**src/rtl/xram_pkg.sv**
```systemverilog
package xram_pkg;
    localparam int ADDR_W = 16;
    localparam int DATA_W = 8;
    localparam int LO_W   = 8;
    localparam int PAGE_W = 8;
    localparam int RAM_AW = 11;
    localparam int SIZE_W = 2;
    localparam int WAIT_W = 2;
    localparam int PSEL_W = RAM_AW - LO_W;

    typedef struct packed {
        logic              to_int;
        logic              load_hi;
        logic [RAM_AW-1:0] ram_addr;
    } route_t;
endpackage

```
**src/rtl/xram_decode.sv**
```systemverilog
module xram_decode
    import xram_pkg::*;
(
    input  logic              wide,
    input  logic [ADDR_W-1:0] addr,
    input  logic [PAGE_W-1:0] page,
    input  logic              int_dis,
    input  logic              eep_sel,
    input  logic [SIZE_W-1:0] size_sel,
    output route_t            route
);
    localparam int HIGH_PAD = ADDR_W - RAM_AW;

    logic [ADDR_W-1:0] limit;
    logic [ADDR_W-1:0] eff_addr;
    logic              page_in;
    logic              in_range;

    always_comb begin
        limit    = ADDR_W'((32'd1 << (LO_W + int'(size_sel))) - 32'd1);
        page_in  = (page[PAGE_W-1:PSEL_W] == '0);
        eff_addr = wide ? addr
                        : {{HIGH_PAD{1'b0}}, page[PSEL_W-1:0], addr[LO_W-1:0]};
        in_range = (eff_addr <= limit);

        route.to_int   = !int_dis && in_range && (wide ? !eep_sel : page_in);
        route.load_hi  = wide && !route.to_int;
        route.ram_addr = eff_addr[RAM_AW-1:0];
    end
endmodule

```
**src/rtl/xram_timer.sv**
```systemverilog
module xram_timer
    import xram_pkg::*;
#(
    parameter int MIN_CYC = 2
) (
    input  logic              clk,
    input  logic              rst_n,
    input  logic              start,
    input  logic [WAIT_W-1:0] wait_cfg,
    output logic              busy,
    output logic              done,
    output logic              stall
);
    localparam int CNT_W = $clog2(MIN_CYC + (1 << WAIT_W));

    typedef struct packed {
        logic             busy;
        logic [CNT_W-1:0] cnt;
    } tmr_t;

    tmr_t t_d, t_q;

    always_comb begin
        t_d = t_q;
        if (!t_q.busy) begin
            if (start) begin
                t_d.busy = 1'b1;
                t_d.cnt  = CNT_W'(MIN_CYC - 1) + CNT_W'(wait_cfg);
            end
        end else if (t_q.cnt == '0) begin
            t_d.busy = 1'b0;
        end else begin
            t_d.cnt = t_q.cnt - 1'b1;
        end
    end

    always_ff @(posedge clk or negedge rst_n) begin
        if (!rst_n) t_q <= '0;
        else        t_q <= t_d;
    end

    assign busy  = t_q.busy;
    assign done  = t_q.busy && (t_q.cnt == '0);
    assign stall = t_q.busy && (t_q.cnt != '0);

    assert_min_cycles_R8: assert property (@(posedge clk) disable iff (!rst_n)
        done |-> $past(stall));
    assert_start_stalls_R8: assert property (@(posedge clk) disable iff (!rst_n)
        (start && !busy) |=> stall);
    assert_stall_done_excl_R8: assert property (@(posedge clk) disable iff (!rst_n)
        !(stall && done));
endmodule

```
**src/rtl/xram_router.sv**
```systemverilog
module xram_router
    import xram_pkg::*;
#(
    parameter int MIN_CYC = 2
) (
    input  logic              clk,
    input  logic              rst_n,
    input  logic              acc_rd,
    input  logic              acc_wr,
    input  logic              acc_wide,
    input  logic [ADDR_W-1:0] acc_addr,
    input  logic [DATA_W-1:0] acc_wdata,
    input  logic              int_dis,
    input  logic [SIZE_W-1:0] size_sel,
    input  logic              eep_sel,
    input  logic [WAIT_W-1:0] wait_cfg,
    input  logic              page_we,
    input  logic [PAGE_W-1:0] page_wdata,
    output logic [RAM_AW-1:0] ram_addr,
    output logic [DATA_W-1:0] ram_wdata,
    output logic              ram_en,
    output logic              ram_we,
    output logic              ext_req,
    output logic              ext_we,
    output logic [LO_W-1:0]   ext_addr_hi,
    output logic [LO_W-1:0]   ext_addr_lo,
    output logic              stall,
    output logic              done
);
    typedef struct packed {
        logic [PAGE_W-1:0] page;
        logic [LO_W-1:0]   hi;
        logic [LO_W-1:0]   lo;
        logic [RAM_AW-1:0] raddr;
        logic [DATA_W-1:0] wdata;
        logic              to_int;
        logic              is_wr;
    } rtr_t;

    rtr_t   s_d, s_q;
    route_t route;
    logic   busy;
    logic   start;

    assign start = !busy && (acc_rd || acc_wr);

    xram_decode u_decode (
        .wide     (acc_wide),
        .addr     (acc_addr),
        .page     (s_q.page),
        .int_dis  (int_dis),
        .eep_sel  (eep_sel),
        .size_sel (size_sel),
        .route    (route)
    );

    xram_timer #(.MIN_CYC(MIN_CYC)) u_timer (
        .clk      (clk),
        .rst_n    (rst_n),
        .start    (start),
        .wait_cfg (wait_cfg),
        .busy     (busy),
        .done     (done),
        .stall    (stall)
    );

    always_comb begin
        s_d = s_q;
        if (page_we) s_d.page = page_wdata;
        if (start) begin
            s_d.to_int = route.to_int;
            s_d.is_wr  = acc_wr;
            s_d.raddr  = route.ram_addr;
            s_d.lo     = acc_addr[LO_W-1:0];
            s_d.wdata  = acc_wdata;
            if (route.load_hi) s_d.hi = acc_addr[ADDR_W-1:LO_W];
        end
    end

    always_ff @(posedge clk or negedge rst_n) begin
        if (!rst_n) s_q <= '0;
        else        s_q <= s_d;
    end

    assign ram_addr    = s_q.raddr;
    assign ram_wdata   = s_q.wdata;
    assign ram_en      = busy && s_q.to_int;
    assign ram_we      = ram_en && s_q.is_wr;
    assign ext_req     = busy && !s_q.to_int;
    assign ext_we      = ext_req && s_q.is_wr;
    assign ext_addr_hi = s_q.hi;
    assign ext_addr_lo = s_q.lo;

    assert_target_excl_R12: assert property (@(posedge clk) disable iff (!rst_n)
        !(ram_en && ext_req));
    assert_idle_quiet_R12: assert property (@(posedge clk) disable iff (!rst_n)
        !(stall || done) |-> !(ram_en || ext_req));
    assert_hi_kept_R3: assert property (@(posedge clk) disable iff (!rst_n)
        (start && !acc_wide) |=> $stable(ext_addr_hi));
    assert_high_page_ext_R3: assert property (@(posedge clk) disable iff (!rst_n)
        (start && !acc_wide && (s_q.page >= PAGE_W'(1 << PSEL_W))) |=> ext_req);
    assert_addr_frozen_R10: assert property (@(posedge clk) disable iff (!rst_n)
        stall |=> ($stable(ram_addr) && $stable(ext_addr_lo)));
    assert_eep_ext_R7: assert property (@(posedge clk) disable iff (!rst_n)
        (start && acc_wide && eep_sel) |=> !ram_en);
endmodule

```
**config.mk**
```make
export PLATFORM = sky130hd
export DESIGN_NAME = xram_router
export DESIGN_NICKNAME = d
export VERILOG_FILES = /design/src/rtl/xram_pkg.sv /design/src/rtl/xram_decode.sv /design/src/rtl/xram_timer.sv /design/src/rtl/xram_router.sv
export SDC_FILE = /design/constraint.sdc
export NUM_CORES = 1
export LEC_CHECK = 0
export CORE_UTILIZATION = 45
export DETAILED_ROUTE_END_ITERATION = 8
export PLACE_DENSITY = 0.83
export SYNTH_ARGS = -nofsm -noshare
export SYNTH_HDL_FRONTEND = slang
export SYNTH_SLANG_ARGS = --single-unit
```
**constraint.sdc**
```tcl
create_clock -name clk -period 2.85 [get_ports clk]
set_input_delay 0.7125 -clock clk [delete_from_list [all_inputs] [get_ports clk]]
set_output_delay 0.7125 -clock clk [all_outputs]
set_load 0.02 [all_outputs]
```
Yosys cells after proc, flatten, opt, wreduce, memory -nomap -nowiden --
Cells that the tools add are included.
Operators by class: shift-type cells 1, multipliers 0, magnitude comparators 1, eq/ne operators 1, muxes and demuxes 6, $add $sub $neg 4, bitwise gates (word level) 0, reductions and logical operators 22, divide/modulo/power cells 0
Operators with widths (count):
- left shift 1 x 32 -> 16 bit (first input constant) | 1
- <= comparator 16 bit | 1
- 2-to-1 mux 16 bit | 1
- subtractor 16 x 1 -> 16 bit (second input constant) | 1
- logical AND 1 bit | 10
- 2-to-1 mux 4 bit | 2
- adder 4 x 2 -> 5 bit (first input constant) | 1
- logical NOT 1 bit | 5
- logical NOT 5 bit | 1
- AND reduction 2 bit | 2
- adder 1 x 2 -> 3 bit (first input constant) | 1
- logical NOT 3 bit | 1
- 2-to-1 mux 3 bit | 1
- nonzero test 3 bit | 1
- subtractor 3 x 1 -> 3 bit (second input constant) | 1
- 2-to-1 mux 1 bit | 2
- inequality test 2 bit (second input constant) | 1
- nonzero test 2 bit | 1
- logical OR 1 bit | 1
Storage, ports and cells: output and inout bits 41, RAM bits 0, input port bits 44, bits in read-only memories 0, word-level logic and storage cells 44, flip-flop bits (word level) 49, memories kept 0, bits in latches 0

Logic depth before layout (Yosys ltp) --
Gate-level depths: netlist (run 1).
depth after elaboration 9, depth in mapped cells 8, depth with buffers taken out 6

Cells and area by module --
From an unflattened synthesis (run 1), not the netlist that was laid out.
Unflattened totals: cells, all modules 208, area total of the unflattened synthesis 2621.3 um2
Modules (own cells, without submodules):
- xram_router | area each 2028.2 um2, instances 1, sequential area each 1126.1 um2, cells an instance 139
- xram_decode | area each 311.5 um2, instances 1, sequential area each 0.0 um2, cells an instance 40
- xram_timer | area each 281.5 um2, instances 1, sequential area each 100.1 um2, cells an instance 29

Least setup slack after synthesis (run 1) --
No wires, ideal clock.
kind in2reg, from input port acc_wide, to register s_q, in the netlist ext_addr_hi[1], cell stages on the path 8, path slack 273 ps, library setup time 70 ps, arrival 2507 ps, required time 2780 ps, buffers on the path 2, path through clkbuf_8 mux2_2 ha_1 nand4_1 nor4_1 clkbuf_8 or4b_2 nand3_1
RTL lines:
- from (decl) | line xram_router.sv:10 | input logic acc_wide,
- to (signal assigned) | line xram_router.sv:81 | if (!rst_n) s_q <= '0;
- to (signal assigned) | line xram_router.sv:82 | else s_q <= s_d;
- to (decl) | line xram_router.sv:40 | rtr_t s_d, s_q;

==> flow_metrics.py, run 1 <==
metrics = {
    "finish": {
        "fillers": 405,
        "area_growth_pct": 36.0,
        "seq_area_um2": 1030,
        "nets": 358,
        "drive_gt1_share_pct": 14.3,
        "multi_input_area_um2": 991,
        "diodes": 0,
    },
    "route": {
        "avgViaCountPerCell": 5.00,
        "drt_iter0_drc": 137,
        "antenna_left": 0,
        "drc": 0,
        "via_count": 1875,
        "firstDrtPassIters": 4,
        "drt-total-wl_um": 5080,
        "wl_per_cell_um": 13.5,
    },
    "cts": {
        "clock-root-buffer": "clkbuf_8",
        "cts_setup_buffers": 0,
        "insertion_delay_ns": 0.29,
        "cts_buffer_depth": 2,
        "h-tree-depth": 2,
        "clk_pin_slew_ns": 0.07,
        "cts_sinks": 41,
        "cts_made_buffers": 5,
        "cts_tree": "built",
    },
    "floorplanning": {
        "dieWidth_um": 74.4,
        "die_area_um2": 5530,
        "fp.coreArea_um2": 4880,
        "dieHeight_um": 74.4,
        "io_pins": 85,
        "std_cell_rows": 25,
        "start_util_pct": 48.3,
    },
    "setup_path": {
        "crit_path_max_fanout": 5,
        "cp.arrival_ns": 2.98,
        "path_cells": "clkdlybuf4s50_1 -> mux2_2 -> ha_1 -> a21o_1 -> a2111oi_4 -> clkdlybuf4s15_2 -> or4b_2 -> nand3_1",
        "crit_required_ns": 3.08,
        "crit_type": "in -> reg",
        "crit_path_top_delay_cell": "or4b_2",
        "worstSetupEndpointType": "flop",
        "critPathMaxStageDelay_ns": 0.63,
        "cp-start-kind": "primary input",
    },
    "timing": {
        "slew_violations": 0,
        "clock_skew_ns": 0.00410,
        "hold_viol_final": 0,
        "min_period_over_period_pct": 96.6,
        "max_freq_ghz": 0.363,
        "grt_setup_unrepaired": "false",
        "setup-violations-final": 0,
        "worst_pin_slew_ns": 0.917,
        "hold_ws_ns": 0.475,
        "slew_headroom_pct": 38.9,
        "setup_ws_ns": 0.0956,
        "period_needed_ns": 2.75,
    },
    "job": {
        "cap_viol_max_count": 0,
    },
    "min_path": {
        "hp-class": "reg -> reg",
    },
    "placement": {
        "port_buffers": 84,
        "gp_congestion": 0.889,
        "post-place-ws_ns": -0.277,
        "dp_hpwl_um": 3830,
    },
    "global_route": {
        "antenna_found_initial": 0,
        "overflow": 0,
        "grt_max_degree": 42,
        "gr-usage-all-layers_pct": 19.3,
        "first_global_vias": 1787,
        "grt_pass1_wl_um": 8100,
    },
    "yosys": {
        "ys_warn_count": 0,
        "avgSynthCellArea_um2": 9.59,
        "ys_ff_latch": 41,
        "ys_seq_area_share_pct": 43.5,
        "synthDistinctLibCells": 38,
        "syn_nets": 297,
        "synthesis.area_um2": 2360,
        "syn_inst": 246,
    },
    "power": {
        "p_leak_nw": 1.46,
        "powerDensity_nw_per_um2": 953,
        "vdd_drop_max_mv": 0.549,
    },
    "outcome": {
        "outcome": "finished, final reports clean",
    },
}
## flip-flops by register name (all words and copies together), names as in the netlist
name / flops
ext_addr_hi: 8
ext_addr_lo: 7
ram_addr: 4
ram_wdata: 8
s_q: 10
u_timer.busy: 1
u_timer.t_q: 3
## power by group
part           total (W)  switching (W)  internal [W]
clock network   0.000479       0.000194      0.000285
registers       0.000966       0.000149      0.000816
logic            0.00161       0.000825      0.000785
## metrics by stage
stage	std cells	total power, W	setup TNS [ns]	instance area [um^2]	util [%]
floorplan	246	0.00215	0	2360	-
global placement	366	0.00255	-1.50	3060	62.8
detailed placement	366	0.00259	-2.20	3060	62.8
CTS	374	0.00307	0	3180	65.2
global route	375	0.00327	0	3210	65.7
finish	375	0.00306	0	3210	65.7
## cells by family (layout without fill, tap and decap cells)
logic type / Yosys count / count (layout) / synth area share (%)
AND/OR/NAND/NOR: 96 / 96 / 18.0
XOR/XNOR: 1 / 1 / 0.371
adder cells (fa/ha/maj): 7 / 7 / 3.71
other: 1 / 1 / 0.159
AO/OA/AOI/OAI: 31 / 31 / 11.2
multiplexers: 17 / 17 / 7.85
buffers and inverters: 52 / 114 / 15.2
flip-flops: 41 / 41 / 43.5
## cell usage after synthesis
cell	number	share of area [%]
a2111oi_2	1	0.64
a21boi_0	5	1.6
a21o_1	1	0.32
a21oi_1	2	0.42
a22oi_1	1	0.32
and2_1	3	0.80
and3_1	1	0.27
buf_4	36	11
buf_6	1	0.48
clkbuf_1	5	0.80
clkbuf_8	2	1.2
conb_1	1	0.16
dfrtp_1	41	44
ha_1	7	3.7
inv_1	8	1.3
mux2_2	12	5.7
mux2i_1	5	2.1
nand2_1	67	11
nand2b_1	2	0.53
nand3_1	7	1.5
nand4_1	3	0.80
nor2_1	6	0.95
nor3_1	1	0.21
nor4_1	1	0.27
o211ai_1	5	1.6
o21a_2	1	0.37
o21ai_0	3	0.64
o21ba_4	1	0.69
o21bai_1	1	0.32
o221ai_1	1	0.37
o22a_1	1	0.37
o311a_2	1	0.48
o311ai_4	1	1.1
o31ai_1	5	1.6
o32a_1	1	0.42
or4_1	1	0.32
or4b_2	4	1.7
xor2_1	1	0.37
## final timing paths
check,startpoint,end,slack [ns],cells past startpoint
worst max-delay path,acc_addr[9],ext_addr_hi[0]$_DFFE_PN0P_,0.1,8
worst min-delay path,ram_wdata[6]$_DFFE_PN0P_,ram_wdata[6]$_DFFE_PN0P_,0.47,2
worst max register to register,s_q[38]$_DFFE_PN0P_,ext_addr_hi[0]$_DFFE_PN0P_,0.60,7
worst min register to register,ram_wdata[6]$_DFFE_PN0P_,ram_wdata[6]$_DFFE_PN0P_,0.47,2
max in group asynchronous,rst_n,ram_addr[7]$_DFFE_PN0P_,1.73,1
min in group asynchronous,rst_n,ext_addr_hi[1]$_DFFE_PN0P_,0.56,1
## cells in the final DEF, fill, tap and decap left out, types with 2 or more instances in the layout
cell type,instances
a21boi_0,5
nand3_1,7
inv_1,8
clkbuf_8,6
nand2b_1,2
mux2i_1,5
nand2_1,67
and2_1,3
or4b_2,4
mux2_2,12
o31ai_1,5
nand4_1,3
ha_1,7
nor2_1,6
o21ai_0,3
dfrtp_1,41
clkdlybuf4s50_1,82
buf_4,12
a21oi_1,2
o211ai_1,5
## timing repair
action	in CTS	in global routing
endpoints found under the setup margin	0	8
hold buffers	0	0
resized for setup	0	2
## cell type report
| cell class | count | area share [%] |
|---|---|---|
| Multi-Input combinational cell | 153 | 30.9 |
| Tap cell | 67 | 2.61 |
| Inverter | 8 | 0.936 |
| Sequential cell | 41 | 32.0 |
| Clock inverter | 1 | 0.936 |
| Timing Repair Buffer | 98 | 29.9 |
| Clock buffer | 7 | 2.69 |
## critical path, delay by kind of cell
kind / cells / cell delay [ns]
fa+ha+maj: 1 / 0.31
mux: 1 / 0.31
buf+inv: 2 / 0.69
simple gates: 2 / 0.72
compound gates: 2 / 0.25
## routing by layer
metal / global-route usage (%) / up-vias / part of all wire, %
li1: - / 923 / -
met1: 25.7 / 875 / 44
met2: 30.2 / 71 / 48
met3: 5.69 / 6 / 6.9
met4: 6.29 / 0 / 0.85
met5: 0 / - / 0
No activity file was read; power rests on OpenSTA's default activity.
==> run 2, diff against run 1 <==
--- a/config.mk
+++ b/config.mk
@@ -5,9 +5,10 @@
 export SDC_FILE = /design/constraint.sdc
 export NUM_CORES = 1
 export LEC_CHECK = 0
-export CORE_UTILIZATION = 45
+export CORE_UTILIZATION = 47
 export DETAILED_ROUTE_END_ITERATION = 8
-export PLACE_DENSITY = 0.83
+export PLACE_DENSITY = 0.84
 export SYNTH_ARGS = -nofsm -noshare
 export SYNTH_HDL_FRONTEND = slang
+export SYNTH_HIERARCHICAL = 1
 export SYNTH_SLANG_ARGS = --single-unit
==> flow_metrics.py, run 2 <==
metrics = {
    "cts": {
        "clock-root-buffer": "clkbuf_8",
        "h-tree-depth": 2,
        "cts_setup_buffers": 0,
        "insertion_delay_ns": 0.30,
        "cts_sinks": 49,
        "cts_resized": 1,
        "cts_made_buffers": 5,
        "cts_buffer_depth": 2,
        "hold_buffers": 0,
        "cts_tree": "built",
        "clk_pin_slew_ns": 0.08,
    },
    "floorplanning": {
        "start_util_pct": 50.0,
        "dieWidth_um": 76.7,
        "die_area_um2": 5880,
        "io_pins": 85,
        "fp.coreArea_um2": 5240,
        "std_cell_rows": 26,
        "dieHeight_um": 76.7,
    },
    "yosys": {
        "syn_inst": 208,
        "synth_flop_cell": "dfrtp_1",
        "synthTopCellsByCount": "dfrtp_1, buf_4, mux2_2, mux2_4, ha_1",
        "ys_seq_area_share_pct": 46.8,
        "ys_ff_latch": 49,
        "synth_edf_count": 0,
        "synth_area_leaders": "dfrtp_1, mux2_2, buf_4",
        "synth-async-reset-ratio_pct": 100,
        "synthesis.area_um2": 2620,
        "synth_top_area_share_pct": 46.8,
        "ys_warn_count": 6,
        "synthDistinctLibCells": 38,
        "avgSynthCellArea_um2": 12.6,
        "synth_top_area_cell": "dfrtp_1",
        "syn_nets": 259,
        "synth_most_common_cell": "dfrtp_1",
    },
    "route": {
        "drt_iter0_drc": 52,
        "antenna_left": 0,
        "avgViaCountPerCell": 4.96,
        "firstDrtPassIters": 4,
        "drt-total-wl_um": 4810,
        "drc": 0,
        "via_count": 1626,
        "wl_per_cell_um": 14.7,
    },
    "power": {
        "powerDensity_nw_per_um2": 1000,
        "vdd_drop_max_mv": 0.526,
        "power_w": 0.00333,
        "p_leak_nw": 1.42,
        "netSwitchingFraction_pct": 35.3,
        "power.switching_w": 0.00118,
        "power_frac_seq_pct": 35.6,
        "pwr-share-comb_pct": 52.2,
        "p_int_w": 0.00215,
        "p_clk_share_pct": 12.3,
    },
    "placement": {
        "port_buffers": 84,
        "dpl_cell_area_um2": 3230,
        "gp_congestion": 0.748,
        "post-place-ws_ns": -0.477,
        "dp_hpwl_um": 3640,
    },
    "setup_path": {
        "crit_required_ns": 3.03,
        "cp-startpoint": "acc_addr[9]",
        "crit_path_max_fanout": 8,
        "crit_path_top_delay_cell": "clkdlybuf4s50_1",
        "crit_type": "in -> reg",
        "cp-start-kind": "primary input",
        "cp.arrival_ns": 2.98,
        "path_cells": "clkdlybuf4s50_1 -> mux2_2 -> ha_1 -> nand4_1 -> nor4b_2 -> a31oi_1 -> o31a_1 -> nand2_8 -> mux2_4",
        "timing.rr.start": "s_q[39]$_DFFE_PN0P_",
        "worstSetupEndpointType": "flop",
        "critPathMaxStageDelay_ns": 0.43,
    },
    "timing": {
        "clock_skew_ns": 0.00510,
        "slew_violations": 0,
        "slew_headroom_pct": 51.4,
        "max_freq_ghz": 0.357,
        "setup-violations-final": 0,
        "grt_setup_unrepaired": "false",
        "period_needed_ns": 2.80,
        "hold_viol_final": 0,
        "setup_ws_ns": 0.0493,
        "min_period_over_period_pct": 98.3,
        "hold_ws_ns": 0.471,
        "worst_pin_slew_ns": 0.729,
    },
    "finish": {
        "final_cell_mix": "clkdlybuf4s50_1, dfrtp_1, mux2_2",
        "nets": 309,
        "diodes": 0,
        "final_area_um2": 3320,
        "fin_util_pct": 63.3,
        "area_growth_pct": 26.5,
        "drive_gt1_share_pct": 27.9,
        "largest_reg_flops": 11,
        "layout_commonest_cell": "clkdlybuf4s50_1",
    },
    "global_route": {
        "first_global_vias": 1678,
        "gr-usage-all-layers_pct": 17.8,
        "grt_pass1_wl_um": 8050,
        "overflow": 0,
        "grt_max_degree": 36,
        "antenna_found_initial": 0,
    },
    "job": {
        "cap_viol_max_count": 0,
    },
    "outcome": {
        "outcome": "finished, final reports clean",
    },
    "min_path": {
        "hp-class": "in -> async",
    },
}
## run 2: changes by cell type after synthesis, sizes merged, moves of 5 or more
cell	previous run	this run
mux2	12	47
clkbuf	7	2
nand3	7	2
a21boi	5	0
dfrtp	41	49
nand2	67	7
o31ai	5	0
buf	37	47
## run 2: stage by stage
step,setup TNS [ns],std cells
after floorplan,0,208
after global placement,-3.34,321
after detailed placement,-3.88,321
after CTS,0,328
after global routing,0,328
final,0,328
## run 2: area by class of cell
| cell class | count | area [um^2] |
|---|---|---|
| Clock buffer | 6 | 82.6 |
| Clock inverter | 1 | 7.51 |
| Fill cell | 414 | 1920 |
| Inverter | 6 | 22.5 |
| Multi-Input combinational cell | 104 | 995 |
| Sequential cell | 49 | 1230 |
| Tap cell | 70 | 87.6 |
| Timing Repair Buffer | 92 | 895 |
## run 2: path summary, 6_finish.rpt
path / end / slack (ns) / cells past startpoint
max: ext_addr_hi[5]$_DFFE_PN0P_ / 0.05 / 9
min: ram_wdata[4]$_DFFE_PN0P_ / 0.47 / 1
max reg2reg: ext_addr_hi[5]$_DFFE_PN0P_ / 0.52 / 8
min reg2reg: ram_wdata[4]$_DFFE_PN0P_ / 0.51 / 1
max in group asynchronous: u_timer/busy$_DFF_PN0_ / 1.68 / 2
min in group clk: ram_wdata[4]$_DFFE_PN0P_ / 0.51 / 1
## run 2: power groups by stage
stage               combinational (W)  sequential, W  clock [W]
floorplan                     0.00142        0.00113          0
global placement              0.00171        0.00119          0
detailed placement            0.00175        0.00120          0
CTS                           0.00175        0.00119   0.000428
global route                  0.00184        0.00124   0.000452
finish                        0.00174        0.00118   0.000409
## run 2: per-layer routing
metal,vias to the layer above,track usage [%],share of wire [%]
li1,770,-,-
met1,789,21.5,43
met2,62,30.1,50
met3,5,5.71,6.0
met4,0,5.19,1.2
met5,-,0,0
## run 2: cells by family (layout without fill, tap and decap cells)
kind of cell,Yosys count,after routing,share of synthesized area [%]
mux,48,48,21.7
xor+xnor,1,1,0.334
flops,49,49,46.8
compound gates,15,15,4.01
fa+ha+maj,7,7,3.34
other cells,1,1,0.143
simple gates,32,32,8.40
buf+inv,55,105,15.3
## run 2: critical path, delay by kind of cell
family          cells  cell delay [ns]
mux                 2             0.61
buf+inv             1             0.43
fa+ha+maj           1             0.31
simple gates        3             0.48
compound gates      2             0.44
==> run 3, diff against run 2 <==
--- a/config.mk
+++ b/config.mk
@@ -5,6 +5,7 @@
 export SDC_FILE = /design/constraint.sdc
 export NUM_CORES = 1
 export LEC_CHECK = 0
+export CAP_MARGIN = 10
 export CORE_UTILIZATION = 47
 export DETAILED_ROUTE_END_ITERATION = 8
 export PLACE_DENSITY = 0.84
==> results of run 3 <==
Final layout, timing and power as in run 2 (identical DEF).
